==> src/rtl/fmac_pkg.sv <==
package fmac_pkg;

  typedef struct packed {
    logic n;
    logic z;
    logic v;
    logic e;
    logic u;
  } fmac_flags_t;

endpackage

==> src/rtl/fmac_product.sv <==
module fmac_product #(
  parameter int SRC_W = 16,
  parameter int ACC_W = 36
) (
  input  logic [SRC_W-1:0] src_a,
  input  logic [SRC_W-1:0] src_b,
  output logic [ACC_W-1:0] prod_ext
);
  localparam int PROD_W = 2 * SRC_W;
  localparam int EXT_W  = ACC_W - PROD_W;

  logic signed [PROD_W-1:0] a_wide;
  logic signed [PROD_W-1:0] b_wide;
  logic signed [PROD_W-1:0] raw;
  logic        [PROD_W-1:0] frac;

  always_comb begin
    a_wide   = {{SRC_W{src_a[SRC_W-1]}}, src_a};
    b_wide   = {{SRC_W{src_b[SRC_W-1]}}, src_b};
    raw      = a_wide * b_wide;
    frac     = raw << 1;
    prod_ext = {{EXT_W{frac[PROD_W-1]}}, frac};
  end
endmodule

==> src/rtl/fmac_dest_align.sv <==
module fmac_dest_align #(
  parameter int SRC_W = 16,
  parameter int ACC_W = 36
) (
  input  logic [ACC_W-1:0] dst,
  input  logic             narrow,
  output logic [ACC_W-1:0] dst_ext
);
  localparam int HI_W = ACC_W - 2 * SRC_W;

  logic [SRC_W-1:0] word;

  always_comb begin
    word = dst[SRC_W-1:0];
    if (narrow) begin
      dst_ext = {{HI_W{word[SRC_W-1]}}, word, {SRC_W{1'b0}}};
    end else begin
      dst_ext = dst;
    end
  end
endmodule

==> src/rtl/fmac_addsub.sv <==
module fmac_addsub #(
  parameter int ACC_W = 36
) (
  input  logic [ACC_W-1:0] dst,
  input  logic [ACC_W-1:0] prod,
  input  logic             sub,
  output logic [ACC_W-1:0] sum,
  output logic             ovf
);
  logic d_msb, p_msb, s_msb;

  always_comb begin
    if (sub) begin
      sum = dst - prod;
    end else begin
      sum = dst + prod;
    end
    d_msb = dst[ACC_W-1];
    p_msb = prod[ACC_W-1];
    s_msb = sum[ACC_W-1];
    if (sub) begin
      ovf = (d_msb != p_msb) && (s_msb != d_msb);
    end else begin
      ovf = (d_msb == p_msb) && (s_msb != d_msb);
    end
  end
endmodule

==> src/rtl/fmac_flags.sv <==
module fmac_flags
  import fmac_pkg::*;
#(
  parameter int SRC_W = 16,
  parameter int ACC_W = 36
) (
  input  logic [ACC_W-1:0] sum,
  input  logic             ovf,
  output fmac_flags_t      flags
);
  localparam int BODY_W = 2 * SRC_W;
  localparam int TOP_W  = ACC_W - BODY_W + 1;

  logic [TOP_W-1:0] top;
  logic [TOP_W-2:0] diff;

  assign top = sum[ACC_W-1:BODY_W-1];

  genvar gi;
  generate
    for (gi = 0; gi < TOP_W - 1; gi++) begin : g_diff
      assign diff[gi] = top[gi] ^ top[gi+1];
    end
  endgenerate

  always_comb begin
    flags.n = sum[ACC_W-1];
    flags.z = (sum == '0);
    flags.v = ovf;
    flags.e = |diff;
    flags.u = (sum[BODY_W-1] == sum[BODY_W-2]);
  end
endmodule

==> src/rtl/fmac_unit.sv <==
module fmac_unit
  import fmac_pkg::*;
#(
  parameter int SRC_W   = 16,
  parameter int GUARD_W = 4,
  parameter int ACC_W   = 2 * SRC_W + GUARD_W
) (
  input  logic             clk,
  input  logic             rst,
  input  logic             start_i,
  input  logic             sub_i,
  input  logic             narrow_i,
  input  logic [SRC_W-1:0] src_a_i,
  input  logic [SRC_W-1:0] src_b_i,
  input  logic [ACC_W-1:0] dst_i,
  output logic [ACC_W-1:0] result_o,
  output logic [SRC_W-1:0] word_o,
  output logic             flag_n_o,
  output logic             flag_z_o,
  output logic             flag_v_o,
  output logic             flag_e_o,
  output logic             flag_u_o,
  output logic             valid_o
);
  logic [ACC_W-1:0] prod_ext;
  logic [ACC_W-1:0] dst_ext;
  logic [ACC_W-1:0] sum;
  logic             ovf;
  fmac_flags_t      flags_nx;
  fmac_flags_t      flags_q;

  fmac_product #(.SRC_W(SRC_W), .ACC_W(ACC_W)) u_product (
    .src_a   (src_a_i),
    .src_b   (src_b_i),
    .prod_ext(prod_ext)
  );

  fmac_dest_align #(.SRC_W(SRC_W), .ACC_W(ACC_W)) u_align (
    .dst    (dst_i),
    .narrow (narrow_i),
    .dst_ext(dst_ext)
  );

  fmac_addsub #(.ACC_W(ACC_W)) u_addsub (
    .dst (dst_ext),
    .prod(prod_ext),
    .sub (sub_i),
    .sum (sum),
    .ovf (ovf)
  );

  fmac_flags #(.SRC_W(SRC_W), .ACC_W(ACC_W)) u_flags (
    .sum  (sum),
    .ovf  (ovf),
    .flags(flags_nx)
  );

  always_ff @(posedge clk) begin
    if (rst) begin
      result_o <= '0;
      word_o   <= '0;
      flags_q  <= '0;
      valid_o  <= 1'b0;
    end else begin
      valid_o <= start_i;
      if (start_i) begin
        result_o <= sum;
        word_o   <= sum[2*SRC_W-1:SRC_W];
        flags_q  <= flags_nx;
      end
    end
  end

  assign flag_n_o = flags_q.n;
  assign flag_z_o = flags_q.z;
  assign flag_v_o = flags_q.v;
  assign flag_e_o = flags_q.e;
  assign flag_u_o = flags_q.u;
endmodule

==> config.mk <==
export PLATFORM = sky130hd
export DESIGN_NAME = fmac_unit
export DESIGN_NICKNAME = d
export VERILOG_FILES = /design/src/rtl/fmac_pkg.sv /design/src/rtl/fmac_product.sv /design/src/rtl/fmac_dest_align.sv /design/src/rtl/fmac_addsub.sv /design/src/rtl/fmac_flags.sv /design/src/rtl/fmac_unit.sv
export SDC_FILE = /design/constraint.sdc
export NUM_CORES = 1
export LEC_CHECK = 0
export BUFFER_PORTS_ARGS = -buffer_cell sky130_fd_sc_hd__clkbuf_2
export CORE_MARGIN = 2
export CORE_UTILIZATION = 30
export CTS_BUF_LIST = sky130_fd_sc_hd__clkbuf_4
export DETAILED_ROUTE_END_ITERATION = 16
export PLACE_DENSITY_LB_ADDON = 0.3
export SLEW_MARGIN = 20
export SYNTH_ARGS = -nofsm -noshare
export SYNTH_HDL_FRONTEND = slang
export SYNTH_SLANG_ARGS = --single-unit
==> constraint.sdc <==
create_clock -name clk -period 19.4 [get_ports clk]
set_clock_uncertainty 0.05 [all_clocks]
set_input_delay 2.91 -clock clk [delete_from_list [all_inputs] [get_ports clk]]
set_output_delay 2.91 -clock clk [all_outputs]
set_load 0.1 [all_outputs]
==> flow_metrics.py, run 1 <==
metrics = {
    "critical_path": {
        "cp_slowest_cell": "or4_1",
        "cpMostUsedCell": "fa_1",
        "crit_arrival_ns": 14.12,
        "start_kind": "primary input",
        "crit_fanout": 16,
        "crit_path_end_kind": "flop",
        "slowest_delay_ns": 0.60,
        "required_ns": 19.67,
        "worstSetupPathType": "primary input to flop",
    },
    "floorplan": {
        "rows": 81,
        "boundaryPins": 131,
        "die_w_um": 226.7,
        "die_h_um": 226.7,
        "dieArea_mm2": 0.05141,
        "initial_core_util": 0.3040,
        "core_area_mm2": 0.04895,
    },
    "finish": {
        "drive_above_1_share": 0.09725,
        "syn_to_final_growth_pct": 7.869,
        "antenna_cells": 0,
        "fin_nets": 2268,
        "fin_util": 0.3280,
    },
    "timing": {
        "hold_ws_ns": 0.4417,
        "drv_slew": 0,
        "finalSetupViolCount": 0,
        "finalSetupTns_ns": 0,
        "rsz0062_at_grt": "no",
        "fin_crit_ns": 13.85,
        "period_share": 0.7138,
        "worstMarginPinSlew_ns": 0.8558,
        "fmax_ghz": 0.07221,
        "slew_headroom": 0.4295,
        "worst_slack_ns": 5.552,
        "finalHoldViolCount": 0,
    },
    "synth": {
        "synth_top_area_share": 0.3457,
        "synth-compound-area-share": 0.1185,
        "ys_top_cells_by_count": "323 x inv_1, 257 x fa_1, 168 x nand2_1, 125 x and2_1, 118 x ha_1",
        "ys_types": 81,
        "synth_mux_area_frac": 0.03304,
        "synth-main-ff-cell": "dfxtp_1",
        "postSynthAreaPerCell_um2": 8.456,
        "synth_area_mm2": 0.01488,
        "ys_warn_count": 0,
        "netlist_instances": 1760,
        "yosysMostFrequentCell": "inv_1",
        "synthArstFlopShare": 0,
        "synth.largest_area_cell": "fa_1",
        "yosysSeqAreaShare": 0.05515,
        "synth_xor_area_frac": 0.05296,
        "yosys.area_share.simple": 0.1891,
        "synth_top_family_by_area": "adder cells",
        "yosys.area_share.adder": 0.4449,
        "ys_seq_elements": 41,
        "syn_nets": 2208,
        "synth_edf_count": 0,
        "synthTopCellsByArea": "fa_1 35%, ha_1 9.9%, inv_1 8.1%",
    },
    "grt": {
        "grt_usage": 0.1586,
        "antenna_found_initial": 0,
        "grt_pass1_wl_um": 64530,
        "gr-total-overflow": 0,
        "grt_pass1_vias": 12540,
        "grt_max_degree": 41,
    },
    "clocking": {
        "clock-sinks": 41,
        "ctsLongestPathBuffers": 2,
        "cts_resized": 0,
        "cts_made_buffers": 5,
        "clk_pin_slew_ns": 0.13,
        "cts_tree": "done",
        "clock_tree.root_cell": "clkbuf_4",
        "post_cts_buffers": 0,
        "clk_latency_ns": 0.37,
        "holdBufCountCts": 0,
        "htree_levels": 2,
    },
    "placed_design": {
        "dp_hpwl_um": 34230,
        "io_buffer_count": 130,
        "post-place-ws_ns": 5.228,
        "gp_congestion": 0.9144,
    },
    "detailed_routing": {
        "ant_nets": 0,
        "dr.pass1.iters": 5,
        "wirelength_um": 40380,
        "vias": 12120,
        "wl_per_cell_um": 16.25,
        "routed_via_density": 4.880,
        "drc": 0,
        "drt_iter0_markers": 533,
    },
    "worst_hold_path": {
        "hp-class": "flop to flop",
    },
    "flow_run": {
        "cap_violations": 0,
    },
    "outcome": {
        "status": "complete, no violations",
    },
}
==> cells by family (layout without fill, tap and decap cells) <==
group	after synthesis	count (layout)
mux	47	47
simple gates	561	561
compound gates	248	248
fa+ha+maj	375	375
flops	41	41
buf+inv	402	462
xor+xnor	86	86
==> sequential cells by signal (all words and copies together) (netlist names) <==
signal and cells:
flag_u_o 1, flag_z_o 1, result_o 36, flag_v_o 1, flag_e_o 1, valid_o 1
==> per-stage QoR <==
step	instances	area [um^2]
after global placement	2477	16010
after global routing	2484	16050
after CTS	2484	16050
after floorplan	1760	14880
final	2484	16050
after detailed placement	2477	16010
==> layer usage <==
metal  up-vias  GRT usage  routed length (um)
li1       5747          -                   -
met1      6065     0.1891               15850
met2       244     0.3024               22140
met3        66    0.01322                1259
met4         0    0.04202                1126
met5         -          0                   0
==> path summary, 6_finish.rpt <==
| check | startpoint | to | slack [ns] | depth (start not counted) |
|---|---|---|---|---|
| worst max-delay path | src_a_i[10] | flag_z_o$_SDFFE_PP0P_ | 5.55 | 41 |
| worst min-delay path | result_o[15]$_SDFFE_PP0P_ | result_o[15]$_SDFFE_PP0P_ | 0.44 | 2 |
| worst max register to register | result_o[35]$_SDFFE_PP0P_ | result_o[35]$_SDFFE_PP0P_ | 18.52 | 2 |
| worst min register to register | result_o[15]$_SDFFE_PP0P_ | result_o[15]$_SDFFE_PP0P_ | 0.44 | 2 |
==> layout by cell type (no fill, tap or decap), drive strengths merged, types with 7 or more instances in the layout <==
master	n
nor2b	23
and2	126
o21bai	7
or2	8
mux2	17
or3	10
a211oi	15
o21a	12
a2111oi	11
xnor2	63
a31oi	10
and3	13
nor3	37
nor4	10
nand3	18
nor2	108
clkbuf	135
dfxtp	41
o211ai	12
fa	257
o21ai	37
a21o	31
ha	118
xor2	21
mux2i	30
nand2b	15
nand2	168
inv	324
a21oi	60
==> worst max-delay path: cells and delay by family <==
family	cells	cell delay [ns]
AOI/OAI and AO/OA	9	3.00
xor gates and xnor gates	3	0.51
adders and majority gates	9	4.00
and+or+nand+nor	16	3.19
buffers and inverters	4	0.49
==> layout make-up <==
type,instances,area [um^2]
inverters,324,1216
flip-flops and latches,41,820.8
clock buffers,5,37.54
multi-input cells,1317,12480
well taps,664,830.8
fillers,5144,32900
repair buffers,131,658.1
clock inverters,2,11.26
Power of run 1 is not shown: default switching activity piles up to over one toggle a cycle in this logic, so the estimate is an artifact.
==> run 2, diff against run 1 <==
Settings changed: ABC_AREA from default to 1.
Clock period 19.4 ns to 14.26 ns, I/O delays scaled along.
==> flow_metrics.py, run 2 <==
metrics = {
    "synth": {
        "ys_types": 41,
        "postSynthAreaPerCell_um2": 6.706,
        "synthArstFlopShare": 0,
        "synth-compound-area-share": 0.05819,
        "ys_top_cells_by_count": "657 x inv_1, 651 x nand2_1, 257 x fa_1, 156 x nor2_1, 118 x ha_1",
        "synthTopCellsByArea": "fa_1 33%, inv_1 16%, nand2_1 15%",
        "yosys.area_share.simple": 0.2460,
        "yosysMostFrequentCell": "inv_1",
        "synth_edf_count": 0,
        "ys_warn_count": 0,
        "synth_area_mm2": 0.01583,
        "ys_seq_elements": 41,
        "syn_nets": 2808,
        "synth_xor_area_frac": 0.04119,
        "yosysSeqAreaShare": 0.05187,
        "synth.largest_area_cell": "fa_1",
        "synth_top_area_share": 0.3251,
        "synth_top_family_by_area": "adder cells",
        "synth_mux_area_frac": 0,
        "yosys.area_share.adder": 0.4184,
        "synth-main-ff-cell": "dfxtp_1",
        "netlist_instances": 2360,
    },
    "critical_path": {
        "required_ns": 14.50,
        "cp_slowest_cell": "fa_1",
        "slowest_delay_ns": 0.72,
        "crit_arrival_ns": 11.29,
        "reg2reg_depth": 2,
        "cpMostUsedCell": "nand2_1",
        "start_kind": "primary input",
        "crit_path_end_kind": "flop",
        "crit_fanout": 16,
        "worstSetupPathType": "primary input to flop",
    },
    "clocking": {
        "clock_tree.root_cell": "clkbuf_4",
        "ctsLongestPathBuffers": 2,
        "cts_tree": "done",
        "post_cts_buffers": 0,
        "htree_levels": 2,
        "cts_made_buffers": 5,
        "holdBufCountCts": 0,
        "clock-sinks": 41,
        "cts_resized": 0,
        "clk_pin_slew_ns": 0.15,
        "clk_latency_ns": 0.37,
    },
    "grt": {
        "grt_pass1_vias": 14380,
        "grt_pass1_wl_um": 73690,
        "grt_max_degree": 70,
        "grt_usage": 0.1683,
        "gr-total-overflow": 0,
        "antenna_found_initial": 2,
    },
    "detailed_routing": {
        "dr.pass1.iters": 5,
        "vias": 13970,
        "routed_via_density": 4.516,
        "drt_iter0_markers": 757,
        "ant_nets": 0,
        "drc": 0,
        "wl_per_cell_um": 14.28,
        "wirelength_um": 44160,
    },
    "finish": {
        "syn_to_final_growth_pct": 7.488,
        "drive_above_1_share": 0.07491,
        "fillCellCount": 5795,
        "final_cell_mix": "657 x inv_1, 651 x nand2_1, 257 x fa_1",
        "regMostFlops": "result_o",
        "fin_nets": 2850,
        "largest_reg_flops": 36,
        "layout_commonest_cell": "inv_1",
    },
    "worst_hold_path": {
        "min_path_cells": 2,
        "hp-class": "flop to flop",
    },
    "floorplan": {
        "boundaryPins": 131,
        "core_area_mm2": 0.05234,
        "rows": 84,
        "initial_core_util": 0.3024,
        "dieArea_mm2": 0.05460,
        "die_h_um": 233.7,
        "die_w_um": 233.7,
    },
    "timing": {
        "rsz0062_at_grt": "no",
        "finalSetupViolCount": 0,
        "worstMarginPinSlew_ns": 1.021,
        "drv_slew": 0,
        "period_share": 0.7751,
        "fin_crit_ns": 11.05,
        "hold_ws_ns": 0.4596,
        "finalHoldViolCount": 0,
        "fmax_ghz": 0.09048,
        "finalSetupTns_ns": 0,
        "slew_headroom": 0.3183,
    },
    "placed_design": {
        "gp_congestion": 0.9103,
        "dp_hpwl_um": 38890,
        "io_buffer_count": 130,
    },
    "outcome": {
        "status": "complete, no violations",
    },
    "flow_run": {
        "cap_violations": 0,
    },
}
[run 2: cell count changes after synthesis, moves of 21 or more]
cell,previous run,this run
a21o_1,31,3
and2_1,125,5
inv_1,323,657
mux2i_1,30,0
nand2_1,168,651
nand3_1,18,62
nor2_1,108,156
nor2b_1,23,0
nor3_1,37,16
o21ai_0,31,55
xnor2_1,62,20
xor2_1,21,47
[run 2: stage by stage]
step	setup slack (ns)	instances	utilization	area (um^2)
after CTS	3.216	3091	0.3249	17010
after global routing	2.438	3092	0.3250	17010
after floorplan	3.985	2360	-	15830
final	3.207	3092	0.3250	17010
after detailed placement	2.842	3083	0.3229	16900
after global placement	2.878	3083	0.3229	16900
[run 2: per-layer routing]
layer,wire [um],global-route usage
met3,1542,0.01196
met2,22530,0.3077
met1,19360,0.2194
met5,16,0
met4,708,0.02690
[run 2: critical path, delay by kind of cell]
kind	cells	cell delay (ns)
xor gates and xnor gates	2	0.39
buffers and inverters	9	0.98
and+or+nand+nor	23	3.20
adders and majority gates	9	4.46
AOI/OAI and AO/OA	1	0.11
[run 2: final cells by class]
type	count	area [um^2]	area share
inverters	659	2474	0.1454
well taps	688	860.8	0.05061
clock inverters	3	68.82	0.004046
multi-input cells	1564	12090	0.7106
repair buffers	131	658.1	0.03869
diodes	1	2.502	0.0001471
clock buffers	5	37.54	0.002207
flip-flops and latches	41	820.8	0.04825
[run 2: path summary, 6_finish.rpt]
check / endpoint / from / slack, ns
setup / recovery: flag_e_o$_SDFFE_PP0P_ / src_b_i[1] / 3.21
hold / removal: result_o[8]$_SDFFE_PP0P_ / result_o[8]$_SDFFE_PP0P_ / 0.46
setup reg to reg: result_o[35]$_SDFFE_PP0P_ / result_o[35]$_SDFFE_PP0P_ / 13.48
hold reg to reg: result_o[8]$_SDFFE_PP0P_ / result_o[8]$_SDFFE_PP0P_ / 0.46
[run 2: logic make-up (layout without fill, tap and decap cells)]
group / count (synthesis) / in the layout
and+or+nand+nor: 957 / 957
buffers and inverters: 755 / 798
adders and majority gates: 375 / 375
AOI/OAI and AO/OA: 161 / 161
xor gates and xnor gates: 71 / 71
DFF: 41 / 41
other: 0 / 1
Power of run 2 is left out for the same reason.
==> run 3, diff against run 2 <==
Clock period 14.26 ns to 10.75 ns, I/O delays scaled along.
==> flow_metrics.py, run 3 (synthesis results as in run 2) <==
metrics = {
    "critical_path": {
        "required_ns": 10.98,
        "crit_arrival_ns": 10.32,
        "start_kind": "primary input",
        "r2r_start": "result_o[4]$_SDFFE_PP0P_",
        "worst-path-stages": 44,
        "path_buf_inv": 8,
        "endpoint": "flag_e_o$_SDFFE_PP0P_",
        "worstSetupPathType": "primary input to flop",
        "reg2reg_depth": 4,
        "crit_start": "src_a_i[8]",
        "crit_path_end_kind": "flop",
        "cp_slowest_cell": "fa_1",
        "path_delay_family": "adder cells",
        "reg2reg_slack_ns": 9.98,
        "r2r_end": "result_o[4]$_SDFFE_PP0P_",
        "crit_fanout": 16,
        "slowest_delay_ns": 0.57,
    },
    "grt": {
        "grt_usage": 0.1672,
        "gr-total-overflow": 0,
        "antenna_found_initial": 2,
        "grt_max_degree": 70,
        "grt_pass1_wl_um": 72950,
        "grt_pass1_vias": 14410,
    },
    "timing": {
        "finalHoldViolCount": 0,
        "fmax_ghz": 0.09904,
        "finalSetupViolCount": 0,
        "worstMarginPinSlew_ns": 1.022,
        "period_share": 0.9393,
        "slew_headroom": 0.3180,
        "drv_slew": 0,
        "fin_crit_ns": 10.10,
        "rsz0062_at_grt": "no",
        "finalSetupTns_ns": 0,
    },
    "clocking": {
        "holdBufCountCts": 0,
        "cts_made_buffers": 5,
        "clk_latency_ns": 0.36,
        "clk_pin_slew_ns": 0.12,
        "cts_tree": "done",
        "clock-sinks": 41,
        "clock_tree.root_cell": "clkbuf_4",
        "ctsLongestPathBuffers": 2,
        "htree_levels": 2,
    },
    "floorplan": {
        "die_h_um": 233.7,
        "initial_core_util": 0.3024,
        "dieArea_mm2": 0.05460,
        "boundaryPins": 131,
        "rows": 84,
        "core_area_mm2": 0.05234,
        "die_w_um": 233.7,
    },
    "placed_design": {
        "gp_congestion": 0.8724,
        "dp_hpwl_um": 39350,
        "io_buffer_count": 130,
    },
    "detailed_routing": {
        "wirelength_um": 44040,
        "routed_via_density": 4.507,
        "vias": 14010,
        "ant_nets": 0,
        "drt_iter0_markers": 762,
        "wl_per_cell_um": 14.17,
        "drc": 0,
        "dr.pass1.iters": 5,
    },
    "finish": {
        "fin_nets": 2867,
        "fillCellCount": 5739,
        "final_cell_mix": "656 x inv_1, 651 x nand2_1, 255 x fa_1",
        "largest_reg_flops": 36,
        "layout_commonest_cell": "inv_1",
        "syn_to_final_growth_pct": 8.373,
        "regMostFlops": "result_o",
        "drive_above_1_share": 0.08678,
    },
    "worst_hold_path": {
        "hp-class": "flop to flop",
    },
    "outcome": {
        "status": "complete, no violations",
    },
    "flow_run": {
        "cap_violations": 0,
    },
}
==> run 3: cell types whose count changed in the layout (fill, tap and decap cells not counted), moves of 2 or more <==
cell and change:
ha_2 +3, bufinv_16 -2, ha_1 -3, nor3_2 +3, buf_4 +16, fa_1 -2
nor2_2 +5, nor2_1 -5, fa_2 +2, nor3_1 -3, clkbuf_4 +3, buf_2 +7
clkbuf_2 -10
==> run 3: timing repair <==
action                                  CTS  global route
resized for setup                         0            28
setup buffers                             0             2
endpoints found under the setup margin    0             2
==> run 3: layer usage <==
layer	wire length, um	vias up	global-route usage
li1	-	6940	-
met4	743	2	0.02868
met1	20200	6742	0.2252
met5	7	-	0
met2	21480	280	0.2945
met3	1618	47	0.01367
==> run 3: worst min-delay path by stage <==
stage                              start                         to  cells after the start
2_1_floorplan      flag_z_o$_SDFFE_PP0P_      flag_z_o$_SDFFE_PP0P_                      2
3_3_place_gp   result_o[33]$_SDFFE_PP0P_  result_o[33]$_SDFFE_PP0P_                      2
3_5_place_dp   result_o[32]$_SDFFE_PP0P_  result_o[32]$_SDFFE_PP0P_                      2
4_1_cts            flag_z_o$_SDFFE_PP0P_      flag_z_o$_SDFFE_PP0P_                      2
5_1_grt            flag_z_o$_SDFFE_PP0P_      flag_z_o$_SDFFE_PP0P_                      2
6_report       result_o[32]$_SDFFE_PP0P_  result_o[32]$_SDFFE_PP0P_                      2
==> run 3: final cells by class <==
type / instances / area, um^2 / area share
sequential: 41 / 820.8 / 0.04786
inverter: 659 / 2477 / 0.1445
tap: 688 / 860.8 / 0.05019
timing repair buffer: 148 / 805.8 / 0.04698
antenna: 1 / 2.502 / 0.0001459
clock buffer: 5 / 37.54 / 0.002189
multi-input combinational: 1564 / 12130 / 0.7072
clock inverter: 3 / 17.52 / 0.001021
==> run 3: worst register-to-register path, stage by stage (launching register included) <==
cell and delay, ns:
dfxtp_1 0.37, nor2_1 0.05, nor2_1 0.10, o21ai_0 0.10
inv_1 0.07
==> run 3: stage by stage <==
step | setup WS [ns] | instance area, um^2 | hold slack, ns | util | std cells
floorplan | 1.001 | 15830 | 0.8584 | - | 2360
detailed placement | 0.01234 | 17010 | 0.4220 | 0.3251 | 3098
global placement | 0.05835 | 17010 | 0.4183 | 0.3251 | 3098
CTS | 0.3648 | 17070 | 0.4534 | 0.3261 | 3106
finish | 0.6530 | 17150 | 0.4503 | 0.3277 | 3109
global route | 0.002445 | 17150 | 0.4754 | 0.3277 | 3109
Power of run 3 is left out for the same reason.
